`src/rtl/hb_pkg.sv`:
```
package hb_pkg;

    // Per-leg switching state.
    typedef enum logic [2:0] {
        LG_IDLE    = 3'd0,  // both off after reset or disable
        LG_DEAD_HI = 3'd1,  // both off, committed to high side next
        LG_DEAD_LO = 3'd2,  // both off, committed to low side next
        LG_HI      = 3'd3,  // high side conducting
        LG_LO      = 3'd4   // low side conducting
    } leg_st_e;

    // Position of each switch inside a channel nibble.
    localparam int unsigned SW_Q1 = 0;  // leg A high
    localparam int unsigned SW_Q2 = 1;  // leg B high
    localparam int unsigned SW_Q3 = 2;  // leg A low
    localparam int unsigned SW_Q4 = 3;  // leg B low
    localparam int unsigned SW_PER_CH = 4;

endpackage

```
`src/rtl/hb_decode.sv`:
```
module hb_decode (
    input  logic par_i,
    input  logic a_i,
    input  logic b_i,
    output logic req_a_o,
    output logic req_b_o,
    output logic bad_o
);
    // A leg's high side follows its input bit; parallel mode ties leg B to A.
    always_comb begin
        req_a_o = a_i;
        req_b_o = par_i ? a_i : b_i;
        bad_o   = !par_i && a_i && b_i;
    end
endmodule

```
`src/rtl/hb_leg.sv`:
```
module hb_leg
    import hb_pkg::*;
#(
    parameter int unsigned DT_CYC   = 3,
    parameter int unsigned MINW_CYC = 4
) (
    input  logic clk_i,
    input  logic rst_n_i,
    input  logic en_i,
    input  logic req_i,   // 1: high side wanted, 0: low side wanted
    output logic hi_o,
    output logic lo_o
);
    localparam int unsigned MAXC = (DT_CYC > MINW_CYC) ? DT_CYC : MINW_CYC;
    localparam int unsigned CW   = $clog2(MAXC + 1);
    localparam logic [CW-1:0] DT_LAST   = CW'(DT_CYC - 1);
    localparam logic [CW-1:0] MINW_LAST = CW'(MINW_CYC - 1);
    localparam logic [CW-1:0] MINW_C    = CW'(MINW_CYC);

    typedef struct packed {
        leg_st_e         st;
        logic [CW-1:0]   cnt;
    } leg_regs_t;

    leg_regs_t r_d, r_q;

    always_comb begin
        r_d = r_q;
        if (!en_i) begin
            r_d.st  = LG_IDLE;
            r_d.cnt = '0;
        end else begin
            unique case (r_q.st)
                LG_IDLE: begin
                    if (r_q.cnt >= DT_LAST) begin
                        r_d.st  = req_i ? LG_HI : LG_LO;
                        r_d.cnt = '0;
                    end else begin
                        r_d.cnt = r_q.cnt + 1'b1;
                    end
                end
                LG_DEAD_HI, LG_DEAD_LO: begin
                    if (r_q.cnt >= DT_LAST) begin
                        r_d.st  = (r_q.st == LG_DEAD_HI) ? LG_HI : LG_LO;
                        r_d.cnt = '0;
                    end else begin
                        r_d.cnt = r_q.cnt + 1'b1;
                    end
                end
                LG_HI: begin
                    if (!req_i && r_q.cnt >= MINW_LAST) begin
                        r_d.st  = LG_DEAD_LO;
                        r_d.cnt = '0;
                    end else if (r_q.cnt < MINW_LAST) begin
                        r_d.cnt = r_q.cnt + 1'b1;
                    end
                end
                LG_LO: begin
                    if (req_i && r_q.cnt >= MINW_LAST) begin
                        r_d.st  = LG_DEAD_HI;
                        r_d.cnt = '0;
                    end else if (r_q.cnt < MINW_LAST) begin
                        r_d.cnt = r_q.cnt + 1'b1;
                    end
                end
                default: begin
                    r_d.st  = LG_IDLE;
                    r_d.cnt = '0;
                end
            endcase
        end
    end

    always_ff @(posedge clk_i or negedge rst_n_i) begin
        if (!rst_n_i) begin
            r_q.st  <= LG_IDLE;
            r_q.cnt <= '0;
        end else begin
            r_q <= r_d;
        end
    end

    assign hi_o = (r_q.st == LG_HI);
    assign lo_o = (r_q.st == LG_LO);

    // Run-length counters of each output, kept for the width checks only.
    logic [CW-1:0] hrun_q, lrun_q;
    always_ff @(posedge clk_i or negedge rst_n_i) begin
        if (!rst_n_i) begin
            hrun_q <= '0;
            lrun_q <= '0;
        end else begin
            hrun_q <= hi_o ? ((hrun_q == MINW_C) ? hrun_q : hrun_q + 1'b1) : '0;
            lrun_q <= lo_o ? ((lrun_q == MINW_C) ? lrun_q : lrun_q + 1'b1) : '0;
        end
    end

    initial begin
        a_r8_dt_nonzero: assert (DT_CYC >= 1 && MINW_CYC >= 1);
    end

    // a switch never turns on in the cycle right after its partner conducted
    a_r8_hi_after_gap: assert property (@(posedge clk_i) disable iff (!rst_n_i)
        $rose(hi_o) |-> !$past(lo_o));
    a_r8_lo_after_gap: assert property (@(posedge clk_i) disable iff (!rst_n_i)
        $rose(lo_o) |-> !$past(hi_o));
    // an on-period ended while enabled lasted at least MINW_CYC cycles
    a_r9_hi_min_width: assert property (@(posedge clk_i) disable iff (!rst_n_i)
        ($fell(hi_o) && $past(en_i)) |-> (hrun_q >= MINW_C));
    a_r9_lo_min_width: assert property (@(posedge clk_i) disable iff (!rst_n_i)
        ($fell(lo_o) && $past(en_i)) |-> (lrun_q >= MINW_C));
endmodule

```
`src/rtl/hb_switch_dec.sv`:
```
module hb_switch_dec
    import hb_pkg::*;
#(
    parameter int unsigned NCH      = 2,
    parameter int unsigned DT_CYC   = 3,
    parameter int unsigned MINW_CYC = 4
) (
    input  logic                     clk_i,
    input  logic                     rst_n_i,
    input  logic [NCH-1:0]           pwm_a_i,
    input  logic [NCH-1:0]           pwm_b_i,
    input  logic                     par_mode_i,
    input  logic                     hiz_n_i,
    input  logic                     pwr_up_i,
    input  logic                     kill_i,
    output logic [SW_PER_CH*NCH-1:0] sw_o,
    output logic [NCH-1:0]           bad_code_o
);
    typedef struct packed {
        logic [NCH-1:0] bad;
    } top_regs_t;

    top_regs_t      r_d, r_q;
    logic           en;
    logic [NCH-1:0] req_a, req_b, bad_now;

    // Kill has priority; any one disable clears every leg at the next edge.
    assign en = !kill_i && hiz_n_i && pwr_up_i;

    for (genvar c = 0; c < NCH; c++) begin : g_ch
        hb_decode u_dec (
            .par_i   (par_mode_i),
            .a_i     (pwm_a_i[c]),
            .b_i     (pwm_b_i[c]),
            .req_a_o (req_a[c]),
            .req_b_o (req_b[c]),
            .bad_o   (bad_now[c])
        );

        hb_leg #(.DT_CYC(DT_CYC), .MINW_CYC(MINW_CYC)) u_leg_a (
            .clk_i   (clk_i),
            .rst_n_i (rst_n_i),
            .en_i    (en),
            .req_i   (req_a[c]),
            .hi_o    (sw_o[SW_PER_CH*c + SW_Q1]),
            .lo_o    (sw_o[SW_PER_CH*c + SW_Q3])
        );

        hb_leg #(.DT_CYC(DT_CYC), .MINW_CYC(MINW_CYC)) u_leg_b (
            .clk_i   (clk_i),
            .rst_n_i (rst_n_i),
            .en_i    (en),
            .req_i   (req_b[c]),
            .hi_o    (sw_o[SW_PER_CH*c + SW_Q2]),
            .lo_o    (sw_o[SW_PER_CH*c + SW_Q4])
        );

        // unused code raises the channel flag one edge later
        a_r3_flag_raise: assert property (@(posedge clk_i) disable iff (!rst_n_i)
            (!par_mode_i && pwm_a_i[c] && pwm_b_i[c]) |=> bad_code_o[c]);
        // parallel mode never flags
        a_r4_par_no_flag: assert property (@(posedge clk_i) disable iff (!rst_n_i)
            par_mode_i |=> !bad_code_o[c]);
    end

    always_comb begin
        r_d     = r_q;
        r_d.bad = bad_now;
    end

    always_ff @(posedge clk_i or negedge rst_n_i) begin
        if (!rst_n_i) begin
            r_q.bad <= '0;
        end else begin
            r_q <= r_d;
        end
    end

    assign bad_code_o = r_q.bad;

    a_r5_hiz_off: assert property (@(posedge clk_i) disable iff (!rst_n_i)
        !hiz_n_i |=> (sw_o == '0));
    a_r6_pwrdn_off: assert property (@(posedge clk_i) disable iff (!rst_n_i)
        !pwr_up_i |=> (sw_o == '0));
    a_r7_kill_off: assert property (@(posedge clk_i) disable iff (!rst_n_i)
        kill_i |=> (sw_o == '0));
endmodule

```
`config.mk`:
```
export PLATFORM = sky130hd
export DESIGN_NAME = hb_switch_dec
export DESIGN_NICKNAME = d
export VERILOG_FILES = /design/src/rtl/hb_pkg.sv /design/src/rtl/hb_decode.sv /design/src/rtl/hb_leg.sv /design/src/rtl/hb_switch_dec.sv
export SDC_FILE = /design/constraint.sdc
export NUM_CORES = 1
export LEC_CHECK = 0
export ABC_AREA = 1
export BUFFER_PORTS_ARGS = -buffer_cell sky130_fd_sc_hd__buf_2
export CAP_MARGIN = 10
export CORE_ASPECT_RATIO = 1.25
export CORE_MARGIN = 4
export CORE_UTILIZATION = 36
export CTS_CLUSTER_SIZE = 14
export DETAILED_ROUTE_END_ITERATION = 7
export PLACE_DENSITY_LB_ADDON = 0.15
export SYNTH_ARGS = -nofsm -noshare
export SYNTH_HDL_FRONTEND = slang
export SYNTH_SLANG_ARGS = --single-unit
export TNS_END_PERCENT = 100
```
`constraint.sdc`:
```
create_clock -name clk_i -period 2.5 [get_ports clk_i]
set_input_delay 0.125 -clock clk_i [delete_from_list [all_inputs] [get_ports clk_i]]
set_output_delay 0.125 -clock clk_i [all_outputs]
set_load 0.01 [all_outputs]
```
==> results of run 1 <==
## repair_timing
item	CTS	global route
setup buffers	0	0
resized for setup	0	0
endpoints found under the hold margin	26	0
hold buffers	1	0
## critical path, stage by stage, from the launching register on
cell	delay, ns
dfrtp_1	0.45
ha_1	0.21
ha_1	0.19
inv_1	0.05
nand3_1	0.09
nand2_1	0.13
nand2_4	0.07
nand3_2	0.11
nand2_1	0.06
nand2_1	0.06
nand2_1	0.04
## final cells by class
cell class	instances	share of cell area
multi-input combinational	215	0.504
sequential	26	0.292
inverter	51	0.0859
timing repair buffer	21	0.0505
tap	64	0.0359
clock buffer	3	0.0185
clock inverter	1	0.0135
## through the flow
| stage | area, um2 | instances | worst slack (ns) |
|---|---|---|---|
| 2_1_floorplan | 2050 | 303 | 1.09 |
| 3_3_place_gp | 2150 | 376 | 0.963 |
| 3_5_place_dp | 2150 | 376 | 0.947 |
| 4_1_cts | 2230 | 381 | 0.934 |
| 5_1_grt | 2230 | 381 | 0.741 |
| 6_report | 2230 | 381 | 0.947 |
## layer usage
| metal | up-vias | share of wire | wire length [um] |
|---|---|---|---|
| li1 | 953 | - | - |
| met1 | 790 | 0.47 | 1930 |
| met2 | 25 | 0.48 | 1970 |
| met3 | 4 | 0.034 | 138 |
| met4 | 0 | 0.013 | 55 |
| met5 | - | 0 | 0 |
## power by group
| group | internal (mW) | switching (mW) | leakage (nW) | total, mW |
|---|---|---|---|---|
| combinational | 0.0319 | 0.0580 | 0.886 | 0.0899 |
| sequential | 0.427 | 0.00822 | 0.359 | 0.436 |
| clock | 0.215 | 0.146 | 0.0357 | 0.360 |
## cells in the mapped netlist (2+ instances only)
cell and number:
a21oi_1 5, buf_2 2, buf_4 8, dfrtp_1 26
ha_1 12, inv_1 47, inv_2 4, nand2_1 108
nand2_2 7, nand3_1 21, nand3_2 4, nand4_1 5
nor2_1 17, nor2_4 2, nor2_8 2, nor3_1 4
o21ai_0 18, or2_1 2, or2_2 2, or2_4 3
## logic make-up (layout without fill, tap and decap cells)
family | Yosys count | in the layout | share of synthesized area
DFF | 26 | 26 | 0.318
and+or+nand+nor | 180 | 180 | 0.418
adders and majority gates | 12 | 12 | 0.0733
AOI/OAI and AO/OA | 23 | 23 | 0.0562
buffers and inverters | 62 | 76 | 0.134
## final timing paths
kind | to | slack (ns) | cells past startpoint
max | g_ch[0].u_leg_a.r_q[3] | 0.95 | 10
min | bad_code_o[1] | 0.13 | 3
max reg2reg | g_ch[0].u_leg_a.r_q[3] | 0.95 | 10
min reg2reg | g_ch[1].u_leg_a.r_q[3] | 0.59 | 2
max in group asynchronous | g_ch[0].u_leg_a.r_q[5] | 1.71 | 2
min in group asynchronous | g_ch[0].u_leg_b.r_q[0] | 0.38 | 2
## sequential cells by signal (all words and copies together), names as in the netlist
register,flops
g_ch.u_leg_a.r_q,12
g_ch.u_leg_b.r_q,12
bad_code_o,2
==> flow_metrics.tcl, run 1 <==
set metrics [dict create \
    synth_ff_type "dfrtp_1" \
    numCtsBuffers 3 \
    met1_usage 0.164 \
    fmax_mhz 644 \
    rows 30 \
    synth_edf_count 0 \
    synth_top_area_cell "dfrtp_1" \
    syn-num-nets 325 \
    fill_cells 591 \
    tns_ns 0 \
    yosys_warnings 0 \
    dieArea_mm2 0.00697 \
    fin_crit_sh 0.621 \
    die_x_um 75.5 \
    synth_cells 303 \
    grt_pass1_wl_um 7230 \
    routed-via-count 1772 \
    wl_per_cell_um 10.7 \
    clk_pin_slew_ns 0.10 \
    cts_sinks 26 \
    drc 0 \
    dp_hpwl_um 3100 \
    drive_gt1_frac 0.161 \
    cellPowerDensity_mw_per_mm2 398 \
    ys_ff_latch 26 \
    p_leak_nw 1.28 \
    regToRegStartpoint "g_ch[0].u_leg_a.r_q[1]" \
    antenna_found_initial 0 \
    worstSetupStartpoint "g_ch[0].u_leg_a.r_q[1]" \
    critPathArrivalTime_ns 1.72 \
    use_met3 0.0185 \
    drv_cap 0 \
    grt_max_degree 33 \
    period_needed_ns 1.55 \
    worstPathMaxFanout 6 \
    cp.required_ns 2.67 \
    rsz0062_at_grt "false" \
    via_per_inst 4.65 \
    path_class "flip-flop to flip-flop" \
    synth-seq-area-share 0.318 \
    clk-insertion-delay-late_ns 0.28 \
    netlist_top_cells_area "dfrtp_1 32%, nand2_1 20%, inv_1 8.6%, ha_1 7.3%, nand3_1 5.1%" \
    cts_tree "yes" \
    coreArea_mm2 0.00548 \
    met2_usage 0.223 \
    critPathLaunchType "flip-flop" \
    total_power_mw 0.886 \
    hold_start "pwm_b_i[1]" \
    syn_to_final_growth_pct 8.80 \
    dr.pass1.iters 4 \
    end_kind "flip-flop" \
    fin_util 0.407 \
    multiInputGateArea_mm2 0.00112 \
    slew_headroom 0.590 \
    synth_area_mm2 0.00205 \
    ys_types 24 \
    drtIter0Drc 57 \
    overflow 0 \
    fin_nets 340 \
    slew_violations 0 \
    setup_viol 0 \
    htree_levels 1 \
    groute.usage.overall 0.130 \
    gp_congestion 0.779 \
    ios 20 \
    worst_hold_slack_ns 0.134 \
    wirelength_um 4090 \
    run_status "finished, final reports clean" \
    drtAntennaViolNets 0 \
    busiest_layer "met2" \
    yosysTopAreaCellShare 0.318 \
    hold_viol_final 0 \
    async_flop_share 1.00 \
    seq_area_um2 651 \
    finalClockSkew_ns 0.0119 \
    final_common_cell "nand2_1" \
    cts_root_buf "clkbuf_8" \
    initial_core_util 0.374 \
    hold_path_class "input port to flip-flop" \
    irDropWorstVdd_mv 0.255 \
    synth_area_per_cell_um2 6.76 \
    antenna_cells 0 \
    final_cell_mix "108 x nand2_1, 47 x inv_1, 26 x dfrtp_1" \
    grt_pass1_vias 1676 \
    die_h_um 92.3 \
    cts_buffer_depth 2 \
    port_buffers 19 \
    tightest_slew_ns 0.615 \
]
Note: power is estimated with default switching activity, not from simulation.
==> run 2: changes to the inputs <==
Settings changed: ABC_AREA 1 to 0.
Clock period 2.5 ns to 1.39 ns, I/O delays scaled along.
==> run 2 against run 1 <==
Compared with the run above:
- the run now ends with setup timing left
- die area down 2.5%
- largest cell class unchanged
- wire length up 31%
- critical path type unchanged
- clock-buffer cell count unchanged
- cell area up 36%
==> flow_metrics.tcl, run 2 <==
set metrics [dict create \
    numCtsBuffers 3 \
    slew_violations 0 \
    port_buffers 19 \
    period_needed_ns 1.83 \
    rsz0062_at_grt "true" \
    drv_cap 0 \
    instances_no_fill 365 \
    die_h_um 91.2 \
    fin_crit_sh 1.31 \
    violations "setup timing" \
    routed-via-count 1965 \
    setup_ws_ns -0.437 \
    tightest_slew_ns 0.639 \
    yosysTopAreaCellShare 0.327 \
    worstSetupStartpoint "g_ch[0].u_leg_a.r_q[1]" \
    final_common_cell "buf_4" \
    dr.pass1.iters 4 \
    hold_path_class "input port to flip-flop" \
    r2r_slack_ns -0.44 \
    syn_to_final_growth_pct 51.9 \
    cts_root_buf "clkbuf_8" \
    drtIter0Drc 86 \
    clk_pin_slew_ns 0.10 \
    antenna_cells 0 \
    cellPowerDensity_mw_per_mm2 545 \
    cts_buffer_depth 2 \
    critPathCapture "g_ch[0].u_leg_a.r_q[0]" \
    coreArea_mm2 0.00541 \
    groute.usage.overall 0.164 \
    final_cell_mix "58 x buf_4, 21 x dfrtp_1, 18 x a21oi_1, 18 x buf_2, 14 x inv_1" \
    irDropWorstVdd_mv 0.338 \
    dp_hpwl_um 3970 \
    fin_nets 324 \
    clk-insertion-delay-late_ns 0.28 \
    path_class "flip-flop to flip-flop" \
    worstPathMaxFanout 4 \
    hold_viol_final 0 \
    htree_levels 1 \
    run_status "complete, but fails checks" \
    cp.required_ns 1.59 \
    rows 30 \
    drive_gt1_frac 0.522 \
    grt_pass1_vias 2030 \
    rr_worst_depth 6 \
    grt_max_degree 27 \
    drc 0 \
    gp_congestion 0.821 \
    rr_endpoint "g_ch[0].u_leg_a.r_q[0]" \
    critPathArrivalTime_ns 2.02 \
    netlist_top_cells_count "26 x dfrtp_1, 22 x a21oi_1, 15 x inv_1" \
    finalClockSkew_ns 0.00165 \
    slew_headroom 0.574 \
    fmax_mhz 547 \
    cts_sinks 26 \
    synth_edf_count 0 \
    place_area_mm2 0.00262 \
    async_flop_share 1.00 \
    cts_tree "yes" \
    die_x_um 74.5 \
    drtAntennaViolNets 0 \
    ys_types 47 \
    netlist_top_cells_area "dfrtp_1 33%, ha_1 7.5%, a21oi_1 5.5%, o21ai_0 3.3%, buf_4 3.0%" \
    seq_area_um2 657 \
    multiInputGateArea_mm2 0.00153 \
    synth_area_per_cell_um2 8.85 \
    p_leak_nw 1.34 \
    antenna_found_initial 0 \
    ios 20 \
    grt_pass1_wl_um 8980 \
    overflow 0 \
    dp_cells 348 \
    end_kind "flip-flop" \
    ys_ff_latch 26 \
    wirelength_um 5360 \
    yosys_warnings 0 \
    fin_area_mm2 0.00303 \
    total_power_mw 1.65 \
    synth_area_mm2 0.00199 \
    fill_cells 507 \
    synth_ff_type "dfrtp_1" \
    syn-num-nets 247 \
    via_per_inst 5.38 \
    synth_cells 225 \
    synth-seq-area-share 0.327 \
    initial_core_util 0.369 \
    synth_top_area_cell "dfrtp_1" \
    synthMostInstantiatedCell "dfrtp_1" \
    regToRegStartpoint "g_ch[0].u_leg_a.r_q[1]" \
    dieArea_mm2 0.00679 \
    wl_per_cell_um 14.7 \
    setup_viol 24 \
    critPathLaunchType "flip-flop" \
]
-- run 2: changes by cell type in the layout (fill, tap and decap cells not counted), moves of 7 or more --
cell / change
ha_4: +8
nand2_1: -97
nand3_1: -19
inv_1: -33
ha_1: -10
a21oi_1: +13
buf_6: +8
o21ai_0: -9
buf_4: +57
nand2b_1: +7
-- run 2: worst max-delay path, stage by stage (launching register included) --
cell,delay [ns]
dfrtp_2,0.45
ha_4,0.17
ha_4,0.15
a211o_4,0.34
a211oi_4,0.29
nor2_1,0.09
a221oi_2,0.26
-- run 2: stage by stage --
stage	setup TNS [ns]	utilization	setup slack [ns]	hold slack (ns)
floorplan	-3.91	-	-0.372	-0.226
finish	-5.76	0.560	-0.437	0.0311
detailed placement	-5.74	0.484	-0.435	0.133
global placement	-5.81	0.484	-0.428	0.135
global route	-7.69	0.560	-0.509	0.0329
CTS	-5.90	0.526	-0.424	0.0227
-- run 2: how the worst min path moves through the flow --
stage	startpoint	end	cells past startpoint
6_report	pwm_b_i[0]	bad_code_o[0]	3
4_1_cts	pwm_b_i[0]	bad_code_o[0]	3
2_1_floorplan	rst_n_i	bad_code_o[0]	0
5_1_grt	pwm_b_i[0]	bad_code_o[0]	3
3_5_place_dp	rst_n_i	g_ch[0].u_leg_b.r_q[2]	1
3_3_place_gp	rst_n_i	g_ch[1].u_leg_a.r_q[1]	1
-- run 2: report_power, final --
group / internal, mW / total (mW) / switching (mW)
Combinational: 0.0982 / 0.220 / 0.122
Clock: 0.386 / 0.655 / 0.269
Sequential: 0.766 / 0.773 / 0.00725
-- run 2: cells by family (layout without fill, tap and decap cells) --
group / after synthesis / count (layout) / synth area share
DFF: 26 / 26 / 0.327
adders and majority gates: 12 / 12 / 0.0754
AOI/OAI and AO/OA: 85 / 85 / 0.308
buffers and inverters: 28 / 104 / 0.0722
and+or+nand+nor: 68 / 68 / 0.187
muxes: 6 / 6 / 0.0314
-- run 2: repair_timing --
item                       CTS  global route
hold buffers                 1             0
resized for setup           20            31
hold endpoints to repair    26             0
pin swaps                    7            15
setup endpoints to repair   25            25
buffers inserted             6             7
-- run 2: layout make-up --
class,count,area share
clock buffer,3,0.0136
tap,64,0.0265
inverter,15,0.0194
clock inverter,1,0.00993
sequential,26,0.217
timing repair buffer,85,0.207
multi-input combinational,171,0.507
-- run 2: metal layers --
| layer | GRT usage | vias to the layer above | wire, um |
|---|---|---|---|
| li1 | - | 986 | - |
| met1 | 0.197 | 946 | 2270 |
| met2 | 0.295 | 29 | 2900 |
| met3 | 0.0199 | 4 | 150 |
| met4 | 0.0490 | 0 | 42 |
| met5 | 0 | - | 0 |
